==> src/rtl/evt_status_pkg.sv <==
package evt_status_pkg;
  localparam int STD_W         = 8;
  localparam int OP_W          = 16;
  localparam int ADDR_W        = 3;
  localparam int QERR_BIT      = 2;
  localparam int WAIT_TRIG_BIT = 5;
  localparam int WAIT_ARM_BIT  = 6;

  typedef enum logic [ADDR_W-1:0] {
    ADDR_STD_EVT = 3'd0,
    ADDR_STD_ENA = 3'd1,
    ADDR_OP_COND = 3'd2,
    ADDR_OP_EVT  = 3'd3,
    ADDR_OP_ENA  = 3'd4,
    ADDR_OP_PTR  = 3'd5,
    ADDR_OP_NTR  = 3'd6
  } reg_addr_e;
endpackage

==> src/rtl/latched_evt_reg.sv <==
module latched_evt_reg #(
  parameter int W = 8
) (
  input  logic         clk_i,
  input  logic         rst_ni,
  input  logic [W-1:0] set_i,
  input  logic         clr_i,
  input  logic         en_we_i,
  input  logic [W-1:0] en_wdata_i,
  output logic [W-1:0] evt_o,
  output logic [W-1:0] en_o,
  output logic         sum_o
);
  logic [W-1:0] evt_q, en_q;
  logic         sum_q;

  // set dominates clear so no event is lost
  always_ff @(posedge clk_i or negedge rst_ni) begin
    if (!rst_ni) evt_q <= '0;
    else         evt_q <= (clr_i ? '0 : evt_q) | set_i;
  end

  always_ff @(posedge clk_i or negedge rst_ni) begin
    if (!rst_ni)      en_q <= '0;
    else if (en_we_i) en_q <= en_wdata_i;
  end

  always_ff @(posedge clk_i or negedge rst_ni) begin
    if (!rst_ni) sum_q <= 1'b0;
    else         sum_q <= |(evt_q & en_q);
  end

  assign evt_o = evt_q;
  assign en_o  = en_q;
  assign sum_o = sum_q;

  AST_EVT_STICKY: assert property (@(posedge clk_i) disable iff (!rst_ni)
    !clr_i |=> ((evt_q & $past(evt_q)) == $past(evt_q)));
  AST_SET_WINS: assert property (@(posedge clk_i) disable iff (!rst_ni)
    clr_i |=> ((evt_q & $past(set_i)) == $past(set_i)));
  AST_SUM_LAG: assert property (@(posedge clk_i) disable iff (!rst_ni)
    1'b1 |=> (sum_o == |($past(evt_o) & $past(en_o))));
  AST_EN_HOLD: assert property (@(posedge clk_i) disable iff (!rst_ni)
    !en_we_i |=> $stable(en_q));
endmodule

==> src/rtl/op_trans_filter.sv <==
module op_trans_filter #(
  parameter int W = 16
) (
  input  logic         clk_i,
  input  logic         rst_ni,
  input  logic [W-1:0] cond_i,
  input  logic         ptr_we_i,
  input  logic         ntr_we_i,
  input  logic [W-1:0] wdata_i,
  output logic [W-1:0] cond_o,
  output logic [W-1:0] ptr_o,
  output logic [W-1:0] ntr_o,
  output logic [W-1:0] set_o
);
  logic [W-1:0] cond_q, ptr_q, ntr_q;
  logic [W-1:0] rise, fall;

  always_ff @(posedge clk_i or negedge rst_ni) begin
    if (!rst_ni) cond_q <= '0;
    else         cond_q <= cond_i;
  end

  always_ff @(posedge clk_i or negedge rst_ni) begin
    if (!rst_ni) begin
      ptr_q <= '0;
      ntr_q <= '0;
    end else begin
      if (ptr_we_i) ptr_q <= wdata_i;
      if (ntr_we_i) ntr_q <= wdata_i;
    end
  end

  // edge seen at the same edge that updates cond_q
  assign rise   = cond_i & ~cond_q;
  assign fall   = ~cond_i & cond_q;
  assign set_o  = (rise & ptr_q) | (fall & ntr_q);
  assign cond_o = cond_q;
  assign ptr_o  = ptr_q;
  assign ntr_o  = ntr_q;

  AST_SET_ONLY_ON_CHANGE: assert property (@(posedge clk_i) disable iff (!rst_ni)
    (set_o & ~(cond_i ^ cond_o)) == '0);
  AST_SET_NEEDS_MASK: assert property (@(posedge clk_i) disable iff (!rst_ni)
    (set_o & ~(ptr_o | ntr_o)) == '0);
  AST_FILTER_HOLD: assert property (@(posedge clk_i) disable iff (!rst_ni)
    !(ptr_we_i || ntr_we_i) |=> ($stable(ptr_q) && $stable(ntr_q)));
endmodule

==> src/rtl/evt_status_unit.sv <==
module evt_status_unit
  import evt_status_pkg::*;
(
  input  logic              clk_i,
  input  logic              rst_ni,
  input  logic [STD_W-1:0]  std_evt_i,
  input  logic              oq_rd_i,
  input  logic              oq_empty_i,
  input  logic [OP_W-1:0]   op_cond_i,
  input  logic              wait_trig_i,
  input  logic              wait_arm_i,
  input  logic              cls_i,
  input  logic              reg_wr_i,
  input  logic              reg_rd_i,
  input  logic [ADDR_W-1:0] reg_addr_i,
  input  logic [OP_W-1:0]   reg_wdata_i,
  output logic [OP_W-1:0]   reg_rdata_o,
  output logic              esb_o,
  output logic              op_sum_o
);
  localparam int PAD_W = OP_W - STD_W;

  logic [STD_W-1:0] std_set, std_evt, std_en;
  logic [OP_W-1:0]  op_cond_in, op_cond, op_set, op_evt, op_en, op_ptr, op_ntr;
  logic             std_clr, op_clr, std_rd, op_rd;

  always_comb begin
    std_set           = std_evt_i;
    std_set[QERR_BIT] = std_evt_i[QERR_BIT] | (oq_rd_i & oq_empty_i);
  end

  always_comb begin
    op_cond_in                = op_cond_i;
    op_cond_in[WAIT_TRIG_BIT] = wait_trig_i;
    op_cond_in[WAIT_ARM_BIT]  = wait_arm_i;
  end

  assign std_rd  = reg_rd_i && (reg_addr_i == ADDR_STD_EVT);
  assign op_rd   = reg_rd_i && (reg_addr_i == ADDR_OP_EVT);
  assign std_clr = std_rd | cls_i;
  assign op_clr  = op_rd | cls_i;

  latched_evt_reg #(.W(STD_W)) u_std (
    .clk_i      (clk_i),
    .rst_ni     (rst_ni),
    .set_i      (std_set),
    .clr_i      (std_clr),
    .en_we_i    (reg_wr_i && (reg_addr_i == ADDR_STD_ENA)),
    .en_wdata_i (reg_wdata_i[STD_W-1:0]),
    .evt_o      (std_evt),
    .en_o       (std_en),
    .sum_o      (esb_o)
  );

  op_trans_filter #(.W(OP_W)) u_filt (
    .clk_i    (clk_i),
    .rst_ni   (rst_ni),
    .cond_i   (op_cond_in),
    .ptr_we_i (reg_wr_i && (reg_addr_i == ADDR_OP_PTR)),
    .ntr_we_i (reg_wr_i && (reg_addr_i == ADDR_OP_NTR)),
    .wdata_i  (reg_wdata_i),
    .cond_o   (op_cond),
    .ptr_o    (op_ptr),
    .ntr_o    (op_ntr),
    .set_o    (op_set)
  );

  latched_evt_reg #(.W(OP_W)) u_op (
    .clk_i      (clk_i),
    .rst_ni     (rst_ni),
    .set_i      (op_set),
    .clr_i      (op_clr),
    .en_we_i    (reg_wr_i && (reg_addr_i == ADDR_OP_ENA)),
    .en_wdata_i (reg_wdata_i),
    .evt_o      (op_evt),
    .en_o       (op_en),
    .sum_o      (op_sum_o)
  );

  always_comb begin
    case (reg_addr_i)
      ADDR_STD_EVT: reg_rdata_o = {{PAD_W{1'b0}}, std_evt};
      ADDR_STD_ENA: reg_rdata_o = {{PAD_W{1'b0}}, std_en};
      ADDR_OP_COND: reg_rdata_o = op_cond;
      ADDR_OP_EVT:  reg_rdata_o = op_evt;
      ADDR_OP_ENA:  reg_rdata_o = op_en;
      ADDR_OP_PTR:  reg_rdata_o = op_ptr;
      ADDR_OP_NTR:  reg_rdata_o = op_ntr;
      default:      reg_rdata_o = '0;
    endcase
  end

  AST_STD_READ_CLEARS: assert property (@(posedge clk_i) disable iff (!rst_ni)
    (std_rd && std_set == '0) |=> (std_evt == '0));
  AST_CLS_CLEARS_OP: assert property (@(posedge clk_i) disable iff (!rst_ni)
    (cls_i && op_set == '0) |=> (op_evt == '0));
  AST_QERR_SETS: assert property (@(posedge clk_i) disable iff (!rst_ni)
    (oq_rd_i && oq_empty_i) |=> std_evt[QERR_BIT]);
  AST_COND_TRACK: assert property (@(posedge clk_i) disable iff (!rst_ni)
    1'b1 |=> (op_cond[WAIT_TRIG_BIT] == $past(wait_trig_i) &&
              op_cond[WAIT_ARM_BIT] == $past(wait_arm_i)));
endmodule

==> config.mk <==
export PLATFORM = sky130hd
export DESIGN_NAME = evt_status_unit
export DESIGN_NICKNAME = d
export VERILOG_FILES = /design/src/rtl/evt_status_pkg.sv /design/src/rtl/latched_evt_reg.sv /design/src/rtl/op_trans_filter.sv /design/src/rtl/evt_status_unit.sv
export SDC_FILE = /design/constraint.sdc
export NUM_CORES = 1
export LEC_CHECK = 0
export BUFFER_PORTS_ARGS = -buffer_cell sky130_fd_sc_hd__buf_2
export CORE_MARGIN = 10
export CORE_UTILIZATION = 40
export DETAILED_ROUTE_END_ITERATION = 8
export PLACE_DENSITY_LB_ADDON = 0.12
export SYNTH_ARGS = -nofsm -noshare
export SYNTH_HDL_FRONTEND = slang
export SYNTH_SLANG_ARGS = --single-unit
==> constraint.sdc <==
create_clock -name clk_i -period 2.6 [get_ports clk_i]
set_input_delay 0.52 -clock clk_i [delete_from_list [all_inputs] [get_ports clk_i]]
set_output_delay 0.52 -clock clk_i [all_outputs]
set_load 0.005 [all_outputs]
==> metrics.md <==
| Metric | Value |
|---|---|
| Top post-synthesis cells by count | `dfrtp_1, mux2_2, o221ai_1, inv_1, nand3b_1` |
| Setup crit end kind | `primary output` |
| Layout cells sized above 1 | `about 38%` |
| Initial Util | `40.8%` |
| Clk sink count | `98` |
| EDFF count, synth | `0` |
| PwrDens | `around 750 mW/mm2` |
| H-tree lvl count | `3` |
| Pleak | `2.48 nW` |
| First-pass GRT wire length | `around 20 mm` |
| Drt total wl | `around 12 mm` |
| Post-Syn Nets | `approximately 400` |
| Routed wire per std cell | `21.4 um` |
| Simple-Gate Fraction of Synth Area | `8.63%` |
| Gr usage total | `15.4%` |
| Xor/xnor share of the synthesized area | `0%` |
| Setup ws final | `0.131 ns` |
| Total Neg Setup Slack | `0 ns` |
| Synth Cell Area | `0.00464 mm2` |
| Number of global-route vias before repair | `3487` |
| DRT Pass-1 Iters | `4` |
| TritonCTS clock tree | `yes` |
| Row cnt | `39` |
| Diodes inserted | `0` |
| Total core area | `around 0.011 mm2` |
| Worst Skew | `0.00622 ns` |
| Synth-to-Final Area Change | `17.7%` |
| Largest family of logic cells by synthesized area | `multiplexers` |
| Die H | `128 um` |
| Boundary Pins | `70` |
| Final period util | `94.9%` |
| Final Slew Violations | `0` |
| Crit Path Category | `in2out` |
| Clk Latency, worst-skew pair | `approximately 0.35 ns` |
| Hold Fails Final Rpt | `0` |
| Hold buffers post-CTS | `0` |
| Avg Cell Area, Syn | `between 10 and 15 um2` |
| Seq/Total Area, Yosys | `a little over half` |
| Fmax | `405 MHz` |
| Pin count of the biggest net entering global routing | `48` |
| RSZ-0062 raised after global routing | `no` |
| Status | `finished clean` |
| Most frequent cell after synthesis | `dfrtp_1` |
| Ys flop type | `dfrtp_1` |
| Synth Area in Adders | `0%` |
| Yosys cell types | `39` |
| Worst-path clk slew | `~0.060 ns` |
| Worst setup path start | `reg_addr_i[2]` |
| Initial antenna violation count | `0` |
| Post-CTS setup buffer count | `0` |
| Synth Register Bits | `98` |
| Startpoint types | `input port` |
| Crit path DAT | `between 1.5 and 2 ns` |
| Slew margin rel. | `52.9%` |
| Final min period | `2.47 ns` |
| Root cell of the clock tree | `clkbuf_16` |
| Clock buffer count from CTS | `9` |
| Port bufs | `67` |
| Iter 0 DRT Violations | `199` |
| Total die area | `0.0163 mm2` |
| Synth warn | `0` |
| Dpl hpwl | `8.84 mm` |
| Worst slack, placed | `around 0.05 ns` |
| Placer Congestion | `0.799` |
| Worst-margin pin slew | `0.706 ns` |
| Clk buf depth | `2` |
| Vias/cell | `about 5.6` |
| Top cells by area, synth | `dfrtp_1, mux2_2, o221ai_1` |
| Final #Nets | `roughly 480` |
| CP Data Required Time | `2.08 ns` |
| Max-cap violation count | `0` |
| Post-Syn Instances | `358` |
| Compound-cell area share of the yosys netlist | `14.0%` |
| Post-synthesis async set-or-reset flop share | `100%` |
| Final Setup Violations | `0` |
| Reg-to-reg critical path startpoint | `u_op.en_o[2]` |
| Area leader, netlist | `dfrtp_1` |
| Worst min-delay path class | `in2async` |
| DRC | `0` |
| Die width | `128 um` |
| Top-area cell type share of the netlist area | `a little over half` |
| Peak fanout along the critical path | `17` |
| Total grt overflow | `0` |
| Mux cell area share after synthesis | `20.2%` |
| Vias post-DR | `3219` |
| Antenna Nets Post-Route | `0` |
| VDD IR-drop max | `0.449 mV` |
-- placed cells by master, fill, tap and decap left out, types with 5 or more instances in the layout --
cell | netlist | routed
a21o_1 | 7 | 7
a32oi_1 | 5 | 5
buf_4 | 5 | 13
nor2_1 | 10 | 10
mux2_4 | 10 | 10
dfrtp_1 | 98 | 98
o221ai_1 | 21 | 21
a22o_1 | 12 | 12
mux2_2 | 55 | 55
clkbuf_16 | 0 | 9
a221o_1 | 10 | 10
nand2_1 | 15 | 15
mux2_1 | 5 | 5
buf_2 | 5 | 66
nand3b_1 | 18 | 18
a22oi_1 | 10 | 10
inv_1 | 18 | 18
mux2i_1 | 11 | 11
a221oi_1 | 5 | 5
-- critical path, cell delays in order --
cell and delay (ns):
buf_2 0.26, buf_4 0.31, mux2_2 0.36, a32oi_1 0.16, o221ai_1 0.17, buf_2 0.16
-- registers in the layout (all words and copies together), names as in the netlist --
signal / flops
u_std.sum_o: 1
u_op.evt_o: 16
u_filt.ntr_o: 16
u_op.en_o: 16
u_std.evt_o: 8
u_op.sum_o: 1
u_filt.ptr_o: 16
u_filt.cond_o: 16
u_std.en_o: 8
-- per-stage QoR --
stage	power (mW)	hold slack (ns)	cells	util, %	area (um2)
finish	4.12	0.0812	577	48.1	5460
global route	4.34	0.0948	577	48.1	5460
CTS	4.16	0.0947	577	48.0	5460
detailed placement	2.83	0.467	562	45.5	5170
global placement	2.81	0.460	562	45.5	5170
floorplan	2.51	0.224	358	-	4640
-- what timing repair did --
action / CTS / global route
setup endpoints to repair: 0 / 6
endpoints found under the hold margin: 0 / 0
gates resized for setup: 0 / 1
-- power breakdown --
part	switching [mW]	internal, mW
Combinational	0.323	0.441
Clock	0.563	0.765
Sequential	0.234	1.80
-- cell type report --
class / count / area [um2]
fillers: 1040 / 5910
flip-flops and latches: 98 / 2450
multi-input cells: 221 / 1990
repair buffers: 82 / 488
clock buffers: 12 / 246
well taps: 143 / 179
inverters: 18 / 67.6
clock inverters: 3 / 40.0
-- per-layer routing --
metal  track usage, %  wire (um)  part of all wire, %  vias up
met5                0          0                    0        -
met3             5.13        702                  5.7       11
li1                 -          -                    -     1497
met4             3.97        119                 0.97        0
met1             20.3       5830                   47     1633
met2             23.6       5670                   46       78
-- logic make-up (layout without fill, tap and decap cells) --
family | count (synthesis) | in the layout
buffers and inverters | 39 | 115
flip-flops | 98 | 98
AO/OA/AOI/OAI | 77 | 77
AND/OR/NAND/NOR | 63 | 63
multiplexers | 81 | 81
-- worst paths after layout --
kind                                      to  slack [ns]  cells after the start
min                            u_op.en_o[12]        0.08                      1
max                           reg_rdata_o[4]        0.13                      6
min in group clk_i         u_filt.cond_o[11]        0.30                      1
max reg2reg                       u_op.sum_o        1.40                      3
max in group asynchronous    u_filt.ntr_o[9]        1.84                      2
min reg2reg                   u_op.evt_o[12]        0.52                      1
Power figures use the tool's default switching activity.
